File: src/rtl/spi_port_pkg.sv
package spi_port_pkg;
  // Register addresses
  localparam logic [1:0] ADDR_CTRL = 2'd0;
  localparam logic [1:0] ADDR_STAT = 2'd1;
  localparam logic [1:0] ADDR_DATA = 2'd2;

  // Control register bit positions
  localparam int CB_EN   = 7;
  localparam int CB_LSB  = 6;
  localparam int CB_MST  = 5;
  localparam int CB_CPOL = 4;
  localparam int CB_CPHA = 3;
  localparam int CB_DBL  = 2;

  // Status register bit positions
  localparam int SB_DONE = 7;
  localparam int SB_COL  = 6;

  // Strobes from control to datapath
  typedef struct packed {
    logic load;     // copy transmit byte into shift register
    logic capture;  // latch the incoming bit
    logic shift;    // advance the shift register
    logic finish;   // last edge of the byte
    logic inBit;    // incoming bit for this role
  } dpCtl_t;
endpackage

File: src/rtl/spi_port_dp.sv
module spi_port_dp
  import spi_port_pkg::*;
#(
  parameter int W = 8
) (
  input  logic         clk,
  input  logic         rstN,
  input  dpCtl_t       ctl,
  input  logic         lsbFirst,
  input  logic [W-1:0] txByte,
  output logic         serOut,
  output logic [W-1:0] rxByte
);
  logic [W-1:0] shiftReg;
  logic [W-1:0] shiftNext;
  logic         heldBit;
  logic         nextIn;

  // On a combined capture+shift edge the fresh bit goes straight in
  assign nextIn    = ctl.capture ? ctl.inBit : heldBit;
  assign shiftNext = lsbFirst ? {nextIn, shiftReg[W-1:1]}
                              : {shiftReg[W-2:0], nextIn};
  assign serOut    = lsbFirst ? shiftReg[0] : shiftReg[W-1];

  always_ff @(posedge clk) begin
    if (!rstN) begin
      shiftReg <= '0;
      heldBit  <= 1'b0;
      rxByte   <= '0;
    end else begin
      if (ctl.capture) heldBit <= ctl.inBit;
      if (ctl.load)       shiftReg <= txByte;
      else if (ctl.shift) shiftReg <= shiftNext;
      if (ctl.finish)     rxByte   <= shiftNext;
    end
  end
endmodule

File: src/rtl/spi_port_ctl.sv
module spi_port_ctl
  import spi_port_pkg::*;
#(
  parameter int W       = 8,
  parameter int SYNC    = 2,
  parameter int DIV_MAX = 128
) (
  input  logic         clk,
  input  logic         rstN,
  input  logic         powerDown,
  input  logic [1:0]   regAddr,
  input  logic         regWr,
  input  logic         regRd,
  input  logic [W-1:0] regWdata,
  input  logic         sclkIn,
  input  logic         ssN,
  input  logic         serIn,
  output dpCtl_t       ctl,
  output logic [W-1:0] ctrlReg,
  output logic [W-1:0] statusReg,
  output logic         xferBusy,
  output logic         sclkOut
);
  localparam int EDGES  = 2 * W;
  localparam int EW     = $clog2(EDGES);
  localparam int HALF_W = $clog2(DIV_MAX / 2) + 1;
  localparam logic [EW-1:0] LAST_EDGE = EW'(EDGES - 1);

  logic en, master, cpha, dbl;
  logic [1:0] rate;
  assign en     = ctrlReg[CB_EN];
  assign master = ctrlReg[CB_MST];
  assign cpha   = ctrlReg[CB_CPHA];
  assign dbl    = ctrlReg[CB_DBL];
  assign rate   = ctrlReg[1:0];

  // Input synchronizers for slave role
  logic [SYNC-1:0] sclkSync, serSync, ssSync;
  logic            sclkPrev;

  always_ff @(posedge clk) begin
    if (!rstN) begin
      sclkSync <= '0;
      serSync  <= '0;
      ssSync   <= '1;
      sclkPrev <= 1'b0;
    end else begin
      sclkSync <= {sclkSync[SYNC-2:0], sclkIn};
      serSync  <= {serSync[SYNC-2:0], serIn};
      ssSync   <= {ssSync[SYNC-2:0], ssN};
      sclkPrev <= sclkSync[SYNC-1];
    end
  end

  // Prescaler half period
  logic [HALF_W-1:0] halfBase, halfLim, halfCnt;
  always_comb begin
    case (rate)
      2'd0:    halfBase = HALF_W'(DIV_MAX / 64);
      2'd1:    halfBase = HALF_W'(DIV_MAX / 16);
      2'd2:    halfBase = HALF_W'(DIV_MAX / 4);
      default: halfBase = HALF_W'(DIV_MAX / 2);
    endcase
    halfLim = dbl ? (halfBase >> 1) : halfBase;
  end

  logic          busy, sclkLvl, armed, doneFlag, colFlag;
  logic [EW-1:0] edgeCnt;
  logic          masterRun, slaveRun, edgeNow, lead, lastEdge;
  logic          dataWr, dataAcc, statRead, accept, collide, clearFlags;

  assign masterRun = en && master && !powerDown;
  assign slaveRun  = en && !master && !powerDown && !ssSync[SYNC-1];
  assign edgeNow   = master ? (masterRun && busy && halfCnt == halfLim - 1'b1)
                            : (slaveRun && sclkSync[SYNC-1] != sclkPrev);
  assign lead      = ~edgeCnt[0];
  assign lastEdge  = edgeCnt == LAST_EDGE;

  assign xferBusy   = master ? busy : (edgeCnt != '0);
  assign dataWr     = regWr && regAddr == ADDR_DATA && !powerDown;
  assign dataAcc    = (regWr || regRd) && regAddr == ADDR_DATA;
  assign statRead   = regRd && regAddr == ADDR_STAT;
  assign accept     = dataWr && !xferBusy;
  assign collide    = dataWr && xferBusy;
  assign clearFlags = dataAcc && armed;

  always_comb begin
    ctl.load    = accept;
    ctl.capture = edgeNow && (cpha ? !lead : lead);
    ctl.shift   = edgeNow && (cpha ? ((lead && edgeCnt != '0) || lastEdge) : !lead);
    ctl.finish  = edgeNow && lastEdge;
    ctl.inBit   = master ? serIn : serSync[SYNC-1];
  end

  always_ff @(posedge clk) begin
    if (!rstN) begin
      ctrlReg  <= '0;
      busy     <= 1'b0;
      halfCnt  <= '0;
      sclkLvl  <= 1'b0;
      edgeCnt  <= '0;
      armed    <= 1'b0;
      doneFlag <= 1'b0;
      colFlag  <= 1'b0;
    end else begin
      if (regWr && regAddr == ADDR_CTRL && !powerDown) ctrlReg <= regWdata;

      // Master clock generator
      if (!masterRun) begin
        busy    <= 1'b0;
        halfCnt <= '0;
        sclkLvl <= 1'b0;
      end else if (busy) begin
        if (edgeNow) begin
          halfCnt <= '0;
          sclkLvl <= ~sclkLvl;
        end else begin
          halfCnt <= halfCnt + 1'b1;
        end
        if (ctl.finish) busy <= 1'b0;
      end else if (accept) begin
        busy    <= 1'b1;
        halfCnt <= '0;
      end

      // Edge counter shared by both roles
      if (master ? !(masterRun && busy) : !slaveRun) edgeCnt <= '0;
      else if (edgeNow) edgeCnt <= lastEdge ? '0 : edgeCnt + 1'b1;

      // Flag clear sequence
      if (statRead && (doneFlag || colFlag)) armed <= 1'b1;
      else if (clearFlags)                   armed <= 1'b0;
      doneFlag <= ctl.finish || (doneFlag && !clearFlags);
      colFlag  <= collide    || (colFlag  && !clearFlags);
    end
  end

  assign sclkOut = ctrlReg[CB_CPOL] ^ sclkLvl;

  always_comb begin
    statusReg          = '0;
    statusReg[SB_DONE] = doneFlag;
    statusReg[SB_COL]  = colFlag;
  end
endmodule

File: src/rtl/spi_port.sv
module spi_port
  import spi_port_pkg::*;
#(
  parameter int W       = 8,
  parameter int SYNC    = 2,
  parameter int DIV_MAX = 128
) (
  input  logic         clk,
  input  logic         rstN,
  input  logic         powerDown,
  input  logic [1:0]   regAddr,
  input  logic         regWr,
  input  logic         regRd,
  input  logic [W-1:0] regWdata,
  output logic [W-1:0] regRdata,
  input  logic         sclkIn,
  input  logic         ssN,
  input  logic         serIn,
  output logic         sclkOut,
  output logic         serOut
);
  dpCtl_t       dpCtl;
  logic [W-1:0] ctrlReg, statusReg, rxByte;
  logic         xferBusy;

  spi_port_ctl #(.W(W), .SYNC(SYNC), .DIV_MAX(DIV_MAX)) u_ctl (
    .clk(clk), .rstN(rstN), .powerDown(powerDown),
    .regAddr(regAddr), .regWr(regWr), .regRd(regRd), .regWdata(regWdata),
    .sclkIn(sclkIn), .ssN(ssN), .serIn(serIn),
    .ctl(dpCtl), .ctrlReg(ctrlReg), .statusReg(statusReg),
    .xferBusy(xferBusy), .sclkOut(sclkOut)
  );

  spi_port_dp #(.W(W)) u_dp (
    .clk(clk), .rstN(rstN), .ctl(dpCtl), .lsbFirst(ctrlReg[CB_LSB]),
    .txByte(regWdata), .serOut(serOut), .rxByte(rxByte)
  );

  always_comb begin
    case (regAddr)
      ADDR_CTRL: regRdata = ctrlReg;
      ADDR_STAT: regRdata = statusReg;
      ADDR_DATA: regRdata = rxByte;
      default:   regRdata = '0;
    endcase
  end
endmodule

File: config.mk
export PLATFORM = sky130hd
export DESIGN_NAME = spi_port
export DESIGN_NICKNAME = d
export VERILOG_FILES = /design/src/rtl/spi_port_pkg.sv /design/src/rtl/spi_port_dp.sv /design/src/rtl/spi_port_ctl.sv /design/src/rtl/spi_port.sv
export SDC_FILE = /design/constraint.sdc
export NUM_CORES = 1
export LEC_CHECK = 0
export ABC_CLOCK_PERIOD_IN_PS = 4400
export BUFFER_PORTS_ARGS = -buffer_cell sky130_fd_sc_hd__buf_4
export CAP_MARGIN = 20
export CORE_ASPECT_RATIO = 1.4
export CORE_MARGIN = 4
export CORE_UTILIZATION = 24
export DETAILED_ROUTE_END_ITERATION = 10
export PLACE_DENSITY_LB_ADDON = 0.08
export SLEW_MARGIN = 20
export SYNTH_ARGS = -nofsm -noshare
export SYNTH_HDL_FRONTEND = slang
export SYNTH_HIERARCHICAL = 1
export SYNTH_SLANG_ARGS = --single-unit
File: constraint.sdc
create_clock -name clk -period 4.4 [get_ports clk]
set_clock_uncertainty 0.05 [all_clocks]
set_input_delay 0.88 -clock clk [delete_from_list [all_inputs] [get_ports clk]]
set_output_delay 0.88 -clock clk [all_outputs]
set_load 0.02 [all_outputs]
==> metrics <==
Worst-Skew Late Latency=300 ps; top post-synthesis cells by area=dfxtp_1, mux2i_1, nand2_1; synthesized area per cell=8.47 um2; # hold bufs at CTS=0; Max-Cap Viols=0; endpoints failing hold=0; via count=2406; chip width=99.4 um; die area=0.0135 mm2; Setup Buffers After CTS=0; post_cts resized=0; period utilization=61.5%; total negative slack=0 ps; LEAKAGE=1.23 nW; NumNets Final=366; Yosys reg bits=48; peak supply drop=0.000120 V; total grt overflow=0; Mapped Area=0.00281 mm2; initial antenna violation count=0; vias in the first global route=2315; max-slew violation count=0; Layout area overhead=13.7%; HPWL Detailed=5.98 mm; status=complete, no violations; Worst R2R Start=u_ctl/ctrlReg[1]; final worst slack=1700 ps; Longest Clk Path Bufs=2; initial DRC count=80; setup violators final=0; Routed Antenna Nets=0; share of Yosys cell area claimed by the top area cell type=34.3%; share of cells above drive strength 1=13.9%; crit start category=input pin; initial cell density of the core=24.6%; pre-CTS setup slack=1400 ps; crit path launch=powerDown; Hold WC Path Type=register to register; Worst-Margin Slew=629 ps; CTS tree=yes; DRC viols=0; GRT Resource Usage Total=12.3%; num rows=46; Post-synth ARST share=0%; H-Tree Level Count=2; min-delay src=u_ctl/ssSync[0]; reg-to-reg slack, setup=1950 ps; max_slew headroom=58.0%; CTS Buf Count=5; Hold Path Depth=1; ant diodes=0; clock transition at the registers of the reported paths=70 ps; pwr/cell area=285 mW/mm2; reg2reg path depth=8; area leader, netlist=dfxtp_1; Hold EP=u_ctl/ssSync[1]; IO Pins=28; drt pass-1 iters=4; largest net degree at the start of global routing=42; overall routed net length=8.12 mm; DIE HEIGHT=136 um; routability cong.=0.748; Fmax=370 MHz; Root Buffer=clkbuf_16; Synth cell types=48; Max Fanout on Critical Path=5; most frequent cells after synthesis=dfxtp_1, nand2_1, nor2_1, mux2i_1; RSZ-0062 raised after global routing=no; final total power=0.000908 W; yosys warns=6; WL per Instance=16.6 um; CORE AREA=0.0114 mm2; first-pass GRT wire length=12.7 mm; min Tclk post-route=2700 ps; sequential area share after synthesis=34.3%; reg2reg end=u_dp/shiftReg[0]; EDFF count, synth=0; Vias/cell=4.91; # clock sinks=48; Worst Path Required=4540 ps; Worst EP arrival=2840 ps; port bufs=27; critical path class=input pin to register; Cells after Synth=331; count leader, synth=dfxtp_1; CP endpoint kind=register; Post-synth top flop=dfxtp_1
-- sequential cells by signal (all words and copies together), names as in the netlist --
signal	cells
u_ctl/edgeCnt	4
u_ctl/sclkSync	2
u_ctl/sclkLvl	1
u_ctl/serSync	2
u_dp/shiftReg	8
u_ctl/colFlag	1
u_dp/rxByte	8
u_ctl/ctrlReg	8
u_ctl/ssSync	2
u_ctl/halfCnt	7
u_dp/heldBit	1
u_ctl/sclkPrev	1
u_ctl/busy	1
u_ctl/armed	1
u_ctl/doneFlag	1
-- cells by family (layout without fill, tap and decap cells) --
group	count (synthesis)	count (layout)	share of synthesized area, %
AND/OR/NAND/NOR	130	130	24.4
AO/OA/AOI/OAI	86	86	22.9
flip-flops	48	48	34.3
buffers and inverters	38	48	8.12
multiplexers	19	19	6.91
XOR/XNOR	6	6	1.87
adder cells (fa/ha/maj)	3	3	1.34
other	1	6	0.134
-- routing by layer --
layer	vias up	wire, um	track usage [%]
met1	1140	3440	14.4
met5	-	0	0
met4	0	116	4.10
met3	8	203	1.64
li1	1217	-	-
met2	41	4360	22.6
-- layout make-up --
class | instances | area [um2]
inverters | 9 | 33.8
clock buffers | 5 | 125
multi-input cells | 250 | 1640
clock inverters | 3 | 21.3
well taps | 144 | 180
fillers | 1257 | 8210
flip-flops and latches | 48 | 961
repair buffers | 31 | 233
-- power by group --
group | switching, W | internal [W] | total [W]
logic | 0.0000373 | 0.0000296 | 0.0000669
clock network | 0.000183 | 0.000212 | 0.000395
registers | 0.00000574 | 0.000440 | 0.000446
-- layout by cell type (no fill, tap or decap), types with 3 or more instances in the layout --
cell type / n
nand2b_1: 12
a211oi_1: 7
and2_1: 7
and3_1: 9
nand3_1: 13
a31o_2: 4
inv_1: 9
dfxtp_1: 48
o2bb2ai_1: 8
nand4_1: 6
o21ai_0: 13
a21boi_0: 11
conb_1: 6
nor3b_1: 4
or3_1: 4
ha_1: 3
clkbuf_16: 5
mux2_2: 3
a31oi_1: 6
a31o_1: 3
nand2_1: 37
nor3_1: 3
nor2b_1: 9
a22oi_1: 4
buf_4: 31
nor2_1: 17
o211ai_1: 11
a21oi_1: 4
mux2i_1: 16
xor2_1: 4
o211a_1: 7
-- worst max-delay path, stage by stage --
cell	delay, ps
buf_4	120
nor2b_1	230
nand4_1	150
a211oi_1	430
a31oi_1	230
nor2_1	160
mux2_2	380
o21ai_0	160
a31oi_1	100
-- worst max path at each step --
| stage | end | slack, ps | cells past startpoint |
|---|---|---|---|
| global placement | u_dp/rxByte[0] | 1440 | 9 |
| CTS | regRdata[7] | 1700 | 4 |
| floorplan | u_dp/shiftReg[6] | 1690 | 9 |
| detailed placement | u_dp/rxByte[0] | 1400 | 9 |
| global route | u_dp/shiftReg[0] | 1490 | 9 |
| finish | u_dp/shiftReg[0] | 1700 | 9 |
-- per-stage QoR --
step	instance area (um2)	std cells	hold slack, ps	util, %
finish	3190	490	379	28.0
global route	3190	490	395	28.0
CTS	3190	490	382	28.0
detailed placement	3040	482	352	26.7
global placement	3040	482	342	26.7
floorplan	2820	336	336	-
Note: power is estimated with default switching activity, not from simulation.
